`config.mk`:
```
export PLATFORM = sky130hd
export DESIGN_NAME = edo_dram_ctrl
export DESIGN_NICKNAME = d
export VERILOG_FILES = /design/src/rtl/edo_dram_ctrl.sv
export SDC_FILE = /design/constraint.sdc
export NUM_CORES = 1
export LEC_CHECK = 0
export BUFFER_PORTS_ARGS = -buffer_cell sky130_fd_sc_hd__clkbuf_2
export CAP_MARGIN = 20
export CORE_MARGIN = 4
export CORE_UTILIZATION = 45
export DETAILED_ROUTE_END_ITERATION = 10
export PLACE_DENSITY_LB_ADDON = 0.3
export SETUP_SLACK_MARGIN = 0.3
export SLEW_MARGIN = 5
export SYNTH_ARGS = -nofsm -noshare
export SYNTH_HDL_FRONTEND = slang
export SYNTH_SLANG_ARGS = --single-unit
```
`constraint.sdc`:
```
create_clock -name clk -period 2.25 [get_ports clk]
set_input_delay 0.225 -clock clk [delete_from_list [all_inputs] [get_ports clk]]
set_output_delay 0.225 -clock clk [all_outputs]
set_load 0.03 [all_outputs]
```
`src/rtl/edo_dram_ctrl.sv`:
```
module edo_dram_ctrl #(
  parameter int CLK_NS    = 8,
  parameter int ROW_BITS  = 12,
  parameter int T_INIT_NS = 200000,
  parameter int T_REFI_NS = 15625,
  parameter int T_RAS_NS  = 50,
  parameter int T_RP_NS   = 30,
  parameter int T_RCD_NS  = 37,
  parameter int T_CAS_NS  = 13,
  parameter int T_CP_NS   = 8,
  parameter int T_HPC_NS  = 20,
  parameter int T_CSR_NS  = 5
) (
  input  logic        clk,
  input  logic        rst_n,
  input  logic        req_valid,
  output logic        req_ready,
  input  logic        req_write,
  input  logic [20:0] req_addr,
  input  logic [7:0]  req_wdata,
  output logic        rsp_valid,
  output logic [7:0]  rsp_rdata,
  output logic        dram_ras_n,
  output logic        dram_cas_n,
  output logic        dram_we_n,
  output logic        dram_oe_n,
  output logic [11:0] dram_addr,
  output logic [7:0]  dram_dq_out,
  output logic        dram_dq_oe,
  input  logic [7:0]  dram_dq_in
);

  function automatic int cyc(input int ns);
    int c;
    c = (ns + CLK_NS - 1) / CLK_NS;
    return (c < 1) ? 1 : c;
  endfunction

  localparam int COL_BITS = 21 - ROW_BITS;
  localparam int INIT_CYC = cyc(T_INIT_NS);
  localparam int REFI_CYC = cyc(T_REFI_NS);
  localparam int RAS_CYC  = cyc(T_RAS_NS);
  localparam int RP_CYC   = cyc(T_RP_NS);
  localparam int RCD_CYC  = cyc(T_RCD_NS);
  localparam int CAS_CYC  = cyc(T_CAS_NS);
  localparam int CSR_CYC  = cyc(T_CSR_NS);
  localparam int CP_CYC   = (cyc(T_HPC_NS) > CAS_CYC + cyc(T_CP_NS)) ?
                            cyc(T_HPC_NS) - CAS_CYC : cyc(T_CP_NS);
  localparam int TW = $clog2(INIT_CYC + RAS_CYC + RP_CYC + RCD_CYC + 2);
  localparam int RW = $clog2(REFI_CYC + 1);
  localparam int AW = $clog2(RAS_CYC + 1);

  typedef enum logic [3:0] {
    S_INIT, S_IDLE, S_ACT, S_CSET, S_CAS, S_CASH, S_PRE, S_RCSR, S_RRAS, S_RPRE
  } st_t;

  st_t st;
  logic [TW-1:0] tmr;
  logic [RW-1:0] ref_cnt;
  logic ref_pend, row_open, op_we;
  logic [ROW_BITS-1:0] open_row;
  logic [COL_BITS-1:0] op_col;
  logic [AW-1:0] ras_age;

  wire [ROW_BITS-1:0] rq_row = req_addr[20:COL_BITS];
  wire [COL_BITS-1:0] rq_col = req_addr[COL_BITS-1:0];
  wire hit    = row_open && (rq_row == open_row);
  wire ras_ok = ras_age >= AW'(RAS_CYC - 1);
  wire tdone  = (tmr == '0);
  wire go_ref = (st == S_IDLE) && ref_pend && !row_open;

  assign req_ready = (st == S_IDLE) && !ref_pend && (!row_open || hit);

  always_ff @(posedge clk) begin
    if (!rst_n) ras_age <= '0;
    else if (dram_ras_n) ras_age <= '0;
    else if (!ras_ok) ras_age <= ras_age + 1'b1;
  end

  always_ff @(posedge clk) begin
    if (!rst_n || st == S_INIT) begin
      ref_cnt  <= '0;
      ref_pend <= 1'b0;
    end else begin
      if (go_ref) ref_pend <= 1'b0;
      if (ref_cnt == RW'(REFI_CYC - 1)) begin
        ref_cnt  <= '0;
        ref_pend <= 1'b1;
      end else begin
        ref_cnt <= ref_cnt + 1'b1;
      end
    end
  end

  always_ff @(posedge clk) begin
    if (!rst_n) begin
      st <= S_INIT;
      tmr <= TW'(INIT_CYC - 1);
      dram_ras_n <= 1'b1;
      dram_cas_n <= 1'b1;
      dram_we_n <= 1'b1;
      dram_oe_n <= 1'b1;
      dram_dq_oe <= 1'b0;
      dram_dq_out <= '0;
      dram_addr <= '0;
      row_open <= 1'b0;
      open_row <= '0;
      op_col <= '0;
      op_we <= 1'b0;
      rsp_valid <= 1'b0;
      rsp_rdata <= '0;
    end else begin
      rsp_valid <= 1'b0;
      if (!tdone) tmr <= tmr - 1'b1;
      case (st)
        S_INIT: if (tdone) st <= S_IDLE;
        S_IDLE: begin
          if (ref_pend) begin
            if (row_open) begin
              if (ras_ok) begin
                dram_ras_n <= 1'b1;
                row_open <= 1'b0;
                st <= S_PRE;
                tmr <= TW'(RP_CYC - 1);
              end
            end else begin
              dram_cas_n <= 1'b0;
              st <= S_RCSR;
              tmr <= TW'(CSR_CYC - 1);
            end
          end else if (req_valid) begin
            if (hit) begin
              op_we <= req_write;
              dram_addr <= 12'(rq_col);
              dram_we_n <= !req_write;
              dram_dq_oe <= req_write;
              dram_dq_out <= req_wdata;
              st <= S_CSET;
            end else if (!row_open) begin
              op_we <= req_write;
              op_col <= rq_col;
              dram_dq_out <= req_wdata;
              open_row <= rq_row;
              row_open <= 1'b1;
              dram_addr <= 12'(rq_row);
              dram_ras_n <= 1'b0;
              st <= S_ACT;
              tmr <= TW'(RCD_CYC - 1);
            end else if (ras_ok) begin
              dram_ras_n <= 1'b1;
              row_open <= 1'b0;
              st <= S_PRE;
              tmr <= TW'(RP_CYC - 1);
            end
          end
        end
        S_ACT: if (tdone) begin
          dram_addr <= 12'(op_col);
          dram_we_n <= !op_we;
          dram_dq_oe <= op_we;
          st <= S_CSET;
        end
        S_CSET: begin
          dram_cas_n <= 1'b0;
          dram_oe_n <= op_we;
          st <= S_CAS;
          tmr <= TW'(CAS_CYC - 1);
        end
        S_CAS: if (tdone) begin
          dram_cas_n <= 1'b1;
          dram_oe_n <= 1'b1;
          dram_we_n <= 1'b1;
          dram_dq_oe <= 1'b0;
          if (!op_we) begin
            rsp_rdata <= dram_dq_in;
            rsp_valid <= 1'b1;
          end
          st <= S_CASH;
          tmr <= TW'(CP_CYC - 1);
        end
        S_CASH, S_PRE, S_RPRE: if (tdone) st <= S_IDLE;
        S_RCSR: if (tdone) begin
          dram_ras_n <= 1'b0;
          st <= S_RRAS;
          tmr <= TW'(RAS_CYC - 1);
        end
        S_RRAS: if (tdone) begin
          dram_ras_n <= 1'b1;
          dram_cas_n <= 1'b1;
          st <= S_RPRE;
          tmr <= TW'(RP_CYC - 1);
        end
        default: st <= S_IDLE;
      endcase
    end
  end

  localparam int LSAT = (RAS_CYC > RCD_CYC) ? RAS_CYC : RCD_CYC;
  localparam int LW = $clog2(LSAT + 1);
  localparam int HW = $clog2(RP_CYC + 1);
  localparam int PW = 6;
  logic [LW-1:0] lo_len;
  logic [HW-1:0] hi_len;
  logic [PW-1:0] pend_age;

  always_ff @(posedge clk) begin
    if (!rst_n) begin
      lo_len <= '0;
      hi_len <= '0;
      pend_age <= '0;
    end else begin
      lo_len <= dram_ras_n ? '0 : ((lo_len == LW'(LSAT)) ? lo_len : lo_len + 1'b1);
      hi_len <= !dram_ras_n ? '0 : ((hi_len == HW'(RP_CYC)) ? hi_len : hi_len + 1'b1);
      pend_age <= !ref_pend ? '0 : ((&pend_age) ? pend_age : pend_age + 1'b1);
    end
  end

  p_cbr_order_r9: assert property (@(posedge clk) disable iff (!rst_n)
    ($fell(dram_ras_n) && !dram_cas_n) |-> ($past(!dram_cas_n) && dram_we_n && !dram_dq_oe));

  p_early_write_r4: assert property (@(posedge clk) disable iff (!rst_n)
    ($fell(dram_cas_n) && !dram_we_n) |-> ($past(!dram_we_n) && dram_oe_n && dram_dq_oe));

  p_ras_min_r7: assert property (@(posedge clk) disable iff (!rst_n)
    $rose(dram_ras_n) |-> (lo_len >= LW'(RAS_CYC)));

  p_rcd_r7: assert property (@(posedge clk) disable iff (!rst_n)
    ($fell(dram_cas_n) && !dram_ras_n) |-> (lo_len >= LW'(RCD_CYC)));

  p_precharge_r6: assert property (@(posedge clk) disable iff (!rst_n)
    $fell(dram_ras_n) |-> (hi_len >= HW'(RP_CYC)));

  p_ref_latency_r10: assert property (@(posedge clk) disable iff (!rst_n)
    ref_pend |-> (pend_age < PW'(24)));

  p_rsp_r3: assert property (@(posedge clk) disable iff (!rst_n)
    rsp_valid |-> ($past(!dram_cas_n) && $past(!dram_oe_n)));

endmodule

```
Word level (Yosys, flattened, before mapping)
Cells that the tools add are included.
{"block": "totals", "ff_bits": 91, "latch_bits": 0, "mem_bits_rw": 0, "romBits": 0, "in_bits": 41, "out_inout_bits": 35, "word_cells": 156, "memories": 0}
{"block": "classes", "addsub": 3, "n_mul": 0, "n_div": 0, "magnitude_cmp": 1, "eq_ne": 28, "n_shift": 0, "mux": 65, "n_bitwise": 5, "n_reduce_logical": 36}
{"op": "$mux 15", "n": 10}
{"op": "$pmux 15 s5", "n": 1}
{"op": "$mux 12", "n": 5}
{"op": "$mux 4", "n": 11}
{"op": "$mux 1", "n": 29}
{"op": "$pmux 4 s7", "n": 1}
{"op": "$pmux 12 s2", "n": 1}
{"op": "$ne 2x2->1 const B", "n": 10}
{"op": "$reduce_and 6->1", "n": 3}
{"op": "$eq 4x3->1 const B", "n": 4}
{"op": "$mux 8", "n": 2}
{"op": "$logic_not 15->1", "n": 1}
{"op": "$sub 15x1->15 const B", "n": 1}
{"op": "$eq 12x12->1", "n": 1}
{"op": "$ne 3x3->1 const B", "n": 4}
{"op": "$pmux 1 s3", "n": 4}
{"op": "$add 11x1->11 const B", "n": 1}
{"op": "$eq 11x11->1 const B", "n": 1}
{"op": "$reduce_and 5->1", "n": 2}
{"op": "$reduce_and 3->1", "n": 3}
{"op": "$reduce_bool 3->1", "n": 3}
{"op": "$eq 4x2->1 const B", "n": 2}
{"op": "$eq 4x4->1 const B", "n": 2}
{"op": "$reduce_and 4->1", "n": 2}
{"op": "14 further kinds", "n": 34}

Longest topological paths before layout
Gate-level depths: netlist of run 1.
{"block": "logic_depth", "word_depth": 8, "mapped_depth": 11, "mapped_depth_nobuf": 10}

Worst setup path after synthesis of run 1
OpenSTA, ideal clock, no wires.
{"block": "synth_timing", "kind": "reg-to-reg", "start": "reg tmr[0]", "end": "reg tmr[0]", "setup_time_ps": 122, "arrival_time_ps": 2007, "required_time_ps": 2128, "setup_slack_ps": 121, "stages_incl_launch_ff": 12, "path_buffers": 1, "period_less_slack_ps": 2129, "cell_sequence": "dfxtp_1 inv_1 ha_1 nor4b_1 nand2_1 nor2_1 inv_2 clkbuf_1 ha_1 o21ai_0 o221a_2 o21ai_0"}
{"block": "synth_via", "elab_chain_cells": 8, "elab_cells_between_ends": 13, "classes_between": "add/sub: 1; mux: 11; reduce/logical: 1"}
{"element": "start: declaration", "line_no": "58", "source": "logic [TW-1:0] tmr;"}
{"element": "start signal: assignment", "line_no": "98", "source": "tmr <= TW'(INIT_CYC - 1);"}
{"element": "start signal: assignment", "line_no": "114", "source": "if (!tdone) tmr <= tmr - 1'b1;"}
{"element": "start signal: assignment", "line_no": "124", "source": "tmr <= TW'(RP_CYC - 1);"}
{"element": "$sub 15x1->15 / $logic_not 15->1 (equally long branches)", "line_no": "114, 69"}
{"element": "$mux 15", "line_no": "114"}
{"element": "$mux 15", "line_no": "120, 149"}
{"element": "$mux 15", "line_no": "139", "source": "end else if (!row_open) begin"}
{"element": "$mux 15", "line_no": "132", "source": "if (hit) begin"}
{"element": "$mux 15", "line_no": "131", "source": "end else if (req_valid) begin"}
{"element": "$mux 15", "line_no": "118", "source": "if (ref_pend) begin"}
{"element": "$pmux 15 s5 *", "line_no": "115", "source": "case (st)"}
Every way passes the cells marked *; elsewhere a longest branch is shown, timed or not.
A chain may end at the register's enable or synchronous reset.

Worst setup path in the final report of run 1
{"block": "layout_timing", "start": "reg open_row[3]", "end": "out req_ready"}
{"block": "layout_via", "elab_chain_cells": 4}
{"element": "start: declaration", "line_no": "61", "source": "logic [ROW_BITS-1:0] open_row;"}
{"element": "start signal: assignment", "line_no": "143", "source": "open_row <= rq_row;"}
{"element": "$eq 12x12->1", "line_no": "67", "source": "wire hit = row_open && (rq_row == open_row);"}
{"element": "$logic_and 1x1->1", "line_no": "67"}
{"element": "$logic_or 1x1->1", "line_no": "72", "source": "assign req_ready = (st == S_IDLE) && !ref_pend && (!row_open || hit);"}
{"element": "$logic_and 1x1->1", "line_no": "72"}
{"element": "end: declaration", "line_no": "17", "source": "output logic req_ready,"}
No other way between the ends.

==> impl_results.md, run 1 <==
* Diode count at 0
* Min Tclk post-route at 2.15 ns
* Nets@finish at 713
* Core Util, Final at 59.2%
* Top cells by area, synth: dfxtp_1, nand2_1, a21oi_1
* Pwr/cell area at 527 nW/um^2
* Placed Cells at 773
* Main flop type after synthesis: dfxtp_1
* Post-synth design cell area at 4560 um^2
* Number of synthesized flops with an enable pin at 0
* H-tree depth at 3
* Final WS setup at 0.103 ns
* Via count at 4464
* CP Capture Type: output port
* # port buffers at 75
* Final Slew Violations at 0
* Row cnt at 36
* Cells after Synth at 564
* CTS Buf Count at 9
* TNS Setup at 0 ns
* Critical Path End: req_ready
* Worst-Margin Slew at 0.623 ns
* Initial antenna violation count at 0
* Synthesized flop and latch total at 91
* Vias per cell at 5.57
* Layout cell share with drive strength beyond 1 at 29.6%
* Flop2flop setup slack at 0.16 ns
* CTS Sinks at 91
* Register area share after synthesis at 39.9%
* CP max stage cell: nor4_2
* Yosys warns at 0
* Clock transition at path regs at 0.09 ns
* IR drop worst, VDD at 405 uV
* Post-synth top area share at 39.9%
* Post-route DRC at 0
* CP startpoint: open_row[3]$_SDFFE_PN0P_
* Vias in the first global route at 4246
* Pre-antenna DRT Iters at 5
* Worst Skew at 0.00554 ns
* Reg2reg path depth at 8
* Grt ovf at 0
* Iteration-0 DRC Markers at 268
* Max incr delay on CP at 0.34 ns
* Startpoint type of the worst setup path: register
* CP Cell Sequence: xor2_1 > nor4_2 > buf_4 > a31oi_4 > buf_6 > nor3_4 > clkbuf_8
* Die height at 109 um
* Area leader, netlist: dfxtp_1
* Global-route usage over all layers at 21.1%
* Chip width at 109 um
* RR Startpoint: open_row[3]$_SDFFE_PN0P_
* DPL Wire Length at 8.48 mm
* Worst Path Max Fanout at 3
* Outcome: finished, final reports clean
* CTS tree: done
* Peak Freq at 466 MHz
* Fin crit share at 95.4%
* DP Area at 5210 um^2
* Fin area at 5810 um^2
* Syn-to-layout area delta at 27.4%
* Worst slew margin at 58.4%
* Area occupied by multi-input gates at 2710 um^2
* WS Path Type: register to output port
* Clock buffer depth at 2
* Final setup vio count at 0
* Min-delay worst type: input pin to register
* Post-Route WL at 12.4 mm
* Global-route wire length before repair at 20.2 mm
* R2R Path End: tmr[1]$_SDFF_PN1_
* Clock root cell: clkbuf_8
* Core area at 9820 um^2
* Most frequent cells in the layout: dfxtp_1, nand2_1, clkbuf_2
* Netlist cell types at 61
* Filler Cell Count at 951
* Post-Syn Area per Cell at 8.09 um^2
* FF/Latch Area at 1830 um^2
* Post-Layout Cell Count at 802
* Initial Util at 46.4%
* DP Worst Slack at -0.0244 ns
* Unrepaired setup endpoints after global routing: yes
* Worst Hold Depth at 3
* DRT antenna net count at 0
* Skew-Pair Late Insertion Delay at 0.37 ns
* Die Area at 11800 um^2
* Lkg Pwr at 2.27 nW
* Async SR Flop Fraction at 0%
* # IOs at 76
* Most common cell after layout, fill and taps aside: dfxtp_1
* Largest net degree at the start of global routing at 38
* Routed length per placed instance at 15.5 um
* Crit path DAT at 1.92 ns
* Max_cap viols at 0
* Syn Nets at 613
* Routability cong. at 0.905
* Final hold violations at 0
* Critical path required time at 2.03 ns
-- what timing repair did --
item                                   4_1_cts  5_1_grt
resized for setup                           46       27
cloned                                       2        1
buffers inserted                             6        4
endpoints found under the hold margin        0        0
setup endpoints to repair                   45       53
hold buffers                                 0        0
pin swaps                                   23       12
-- critical path, delay by kind of cell (launching register included) --
kind                   cells  cell delay, ns
AO/OA/AOI/OAI              1            0.09
AND/OR/NAND/NOR            2            0.45
buffers and inverters      3            0.52
XOR/XNOR                   1            0.16
flip-flops                 1            0.33
-- stage by stage --
stage / power (mW) / hold slack (ns)
CTS: 3.08 / 0.0735
floorplan: 1.73 / 0.361
finish: 3.06 / 0.0865
detailed placement: 1.80 / 0.450
global route: 3.16 / 0.0912
global placement: 1.80 / 0.445
-- how the worst min path moves through the flow --
| stage | from | end | slack (ns) |
|---|---|---|---|
| finish | req_addr[3] | op_col[3]$_SDFFE_PN0P_ | 0.09 |
| global route | req_wdata[0] | dram_dq_out[0]$_SDFFE_PN0P_ | 0.09 |
| CTS | req_addr[3] | op_col[3]$_SDFFE_PN0P_ | 0.07 |
| detailed placement | op_col[7]$_SDFFE_PN0P_ | op_col[7]$_SDFFE_PN0P_ | 0.45 |
| global placement | op_col[1]$_SDFFE_PN0P_ | op_col[1]$_SDFFE_PN0P_ | 0.44 |
| floorplan | req_addr[0] | op_col[0]$_SDFFE_PN0P_ | 0.36 |
-- cell type report --
type	instances	share of cell area [%]
Clock buffer	10	2.37
Inverter	20	1.34
Multi-Input combinational cell	420	46.7
Clock inverter	6	1.61
Tap cell	133	2.86
Timing Repair Buffer	122	13.7
Sequential cell	91	31.4
-- state kept, by name, indices dropped and copies added (netlist names) --
name         count
tmr             15
dram_oe_n        1
dram_we_n        1
ras_age          3
dram_ras_n       1
op_we            1
rsp_rdata        8
dram_addr       12
ref_pend         1
st               4
open_row        12
dram_dq_out      8
row_open         1
dram_dq_oe       1
rsp_valid        1
dram_cas_n       1
op_col           9
ref_cnt         11
-- where the power goes --
part           switching [mW]  internal [mW]  leakage, nW
Sequential            0.00597           1.62        0.735
Clock                   0.618          0.666        0.113
Combinational          0.0909         0.0636         1.42
-- cells in the mapped netlist, types with 2 or more instances --
master	instances
buf_6	5
xor2_1	20
nand4b_1	2
o311ai_0	3
nand3_1	17
a211oi_1	2
o22ai_1	10
and3_1	2
nor4_1	10
dfxtp_1	91
nor2b_1	2
nor3_1	10
clkbuf_1	25
a22oi_1	3
inv_2	2
o221a_2	2
xnor2_1	12
nor2_1	66
o21ai_1	9
nand2b_1	4
buf_4	2
o211ai_1	11
a221oi_1	3
mux2i_1	19
nor4b_1	2
buf_2	2
a21o_1	4
nand3b_1	3
or3_1	6
inv_1	18
and2_1	3
a31oi_1	2
nand2_1	77
ha_1	8
a21oi_1	50
nand4_1	5
o21ai_0	28
-- routing by layer --
layer / global-route usage [%] / wire [um]
met3: 3.85 / 695
met1: 27.5 / 5490
met2: 34.3 / 6010
met4: 8.93 / 251
met5: 0 / 0
-- cell families (layout without fill, tap and decap cells) --
group,Yosys count,after routing,share of synthesized area (%)
flops,91,91,39.9
fa+ha+maj,8,8,2.19
compound gates,141,141,19.1
buf+inv,54,158,5.49
mux,19,19,4.17
xor+xnor,32,32,6.15
simple gates,219,220,23.0
Power figures use the tool's default switching activity.
==> run 2, diff against run 1 <==
CELL_PAD_IN_SITES_DETAIL_PLACEMENT = 1   (was unset)
CELL_PAD_IN_SITES_GLOBAL_PLACEMENT = 2   (was unset)
CORE_UTILIZATION = 30   (was 45)
==> run 2 against run 1 <==
  * Clock-buffer cell count increased by 1
  * Cell count rose by 8.1%
  * Cell area rose by 5.7%
  * Largest power group unchanged
  * Setup slack improved by 0.042 ns
==> impl_results.md, run 2 (synthesis results as in run 1) <==
* Worst Skew at 0.00819 ns
* Core area at 14700 um^2
* Max_cap viols at 0
* Nets@finish at 727
* Global-route usage over all layers at 17.4%
* Final hold violations at 0
* Final Slew Violations at 0
* Initial Util at 31.0%
* RR Startpoint: open_row[3]$_SDFFE_PN0P_
* Largest net degree at the start of global routing at 28
* Most common cell after layout, fill and taps aside: dfxtp_1
* Power, Total at 3.22 mW
* Peak Freq at 475 MHz
* Flop2flop setup slack at 0.17 ns
* DRT antenna net count at 0
* Layout cell share with drive strength beyond 1 at 31.2%
* Most frequent cells in the layout: dfxtp_1, nand2_1, clkbuf_2
* Worst slew margin at 59.0%
* Vias per cell at 5.30
* Hold Path Sink: op_col[6]$_SDFFE_PN0P_
* Row cnt at 44
* Post-Route WL at 15.6 mm
* Global-route wire length before repair at 24.7 mm
* Worst Path Max Fanout at 4
* Grt ovf at 0
* IR drop worst, VDD at 387 uV
* WS Path Type: register to output port
* DP Area at 5330 um^2
* Post-route DRC at 0
* Min-delay worst type: input pin to register
* Routability cong. at 0.851
* Iteration-0 DRC Markers at 241
* Clock root cell: clkbuf_16
* Largest register by flop count: tmr
* Min Tclk post-route at 2.10 ns
* Fin crit share at 93.5%
* Skew-Pair Late Insertion Delay at 0.35 ns
* Hold-fix buffers, CTS at 0
* Hold Crit Start: req_addr[6]
* Vias in the first global route at 4702
* R2R Path End: dram_addr[0]$_SDFFE_PN0P_
* Worst Hold Depth at 3
* Lkg Pwr at 2.35 nW
* Critical path required time at 2.03 ns
* Outcome: finished, final reports clean
* # IOs at 76
* Die height at 131 um
* Startpoint type of the worst setup path: register
* Die Area at 17200 um^2
* Largest register FFs at 15
* Clock buffer depth at 2
* Worst-Margin Slew at 0.611 ns
* TNS Setup at 0 ns
* DPL Wire Length at 10.5 mm
* Crit path DAT at 1.88 ns
* Pre-antenna DRT Iters at 4
* Via count at 4596
* H-tree depth at 3
* Routed length per placed instance at 18.0 um
* CTS tree: done
* Chip width at 131 um
* Diode count at 0
* Top Registers: tmr: 15 flops, dram_addr: 12 flops, open_row: 12 flops
* Reg2reg path depth at 10
* # port buffers at 75
* CTS Sinks at 91
* Clock transition at path regs at 0.07 ns
* Final setup vio count at 0
* CP Capture Type: output port
* Core Util, Final at 41.8%
* Fin area at 6140 um^2
* Unrepaired setup endpoints after global routing: yes
* Syn-to-layout area delta at 34.7%
* CTS Buf Count at 9
* Placed Cells at 824
* Post-Layout Cell Count at 867
* Initial antenna violation count at 0
* Pwr/cell area at 525 nW/um^2
==> run 2: cell count changes in the layout (fill, tap and decap cells not counted), sizes merged <==
cell,before,now
bufinv,2,0
clkinvlp,1,2
buf,47,62
clkinv,1,2
inv,22,21
==> run 2: layout make-up <==
class	count	area (um^2)
tap	184	230
multi-input combinational	420	2760
inverter	20	80.1
timing repair buffer	136	968
sequential	91	1830
clock inverter	5	37.5
clock buffer	11	233
fill	1762	8560
==> run 2: worst max-delay path: stages (launching register included) <==
cell and delay (ns):
dfxtp_1 0.35, or4b_4 0.61, buf_4 0.18, nor3_4 0.23, buf_8 0.16
==> run 2: layer usage <==
metal,global-route usage [%],routed length (um),up-vias
met4,4.61,188,0
met5,0,0,-
met2,29.9,7740,103
met3,3.86,596,13
met1,22.1,7060,2273
li1,-,-,2207
==> run 2: what timing repair did <==
action	4_1_cts	5_1_grt
buffers inserted	17	7
setup endpoints to repair	52	54
resized for setup	38	43
cloned	1	2
pin swaps	21	22
==> run 2: worst max path at each step <==
| stage | startpoint | to | slack, ns | depth (start not counted) |
|---|---|---|---|---|
| 2_1_floorplan | tmr[0]$_SDFF_PN1_ | tmr[0]$_SDFF_PN1_ | 0.29 | 11 |
| 3_3_place_gp | st[1]$_SDFFE_PN0P_ | dram_addr[7]$_SDFFE_PN0P_ | 0.009 | 8 |
| 3_5_place_dp | st[1]$_SDFFE_PN0P_ | dram_addr[1]$_SDFFE_PN0P_ | 0.005 | 8 |
| 4_1_cts | st[0]$_SDFFE_PN0P_ | req_ready | 0.05 | 4 |
| 5_1_grt | open_row[3]$_SDFFE_PN0P_ | req_ready | 0.01 | 7 |
| 6_report | st[3]$_SDFFE_PN0P_ | req_ready | 0.15 | 4 |
==> run 2: metrics by stage <==
step	setup WS, ns	hold WS [ns]
2_1_floorplan	0.294	0.361
3_3_place_gp	0.00883	0.442
3_5_place_dp	0.00517	0.451
4_1_cts	0.0504	0.0912
5_1_grt	0.0143	0.0963
6_report	0.145	0.101
==> run 2: power breakdown <==
| part | internal (mW) | total, mW | leakage, nW | switching [mW] |
|---|---|---|---|---|
| Sequential | 1.62 | 1.63 | 0.736 | 0.00825 |
| Clock | 0.755 | 1.43 | 0.126 | 0.678 |
| Combinational | 0.0695 | 0.165 | 1.49 | 0.0955 |
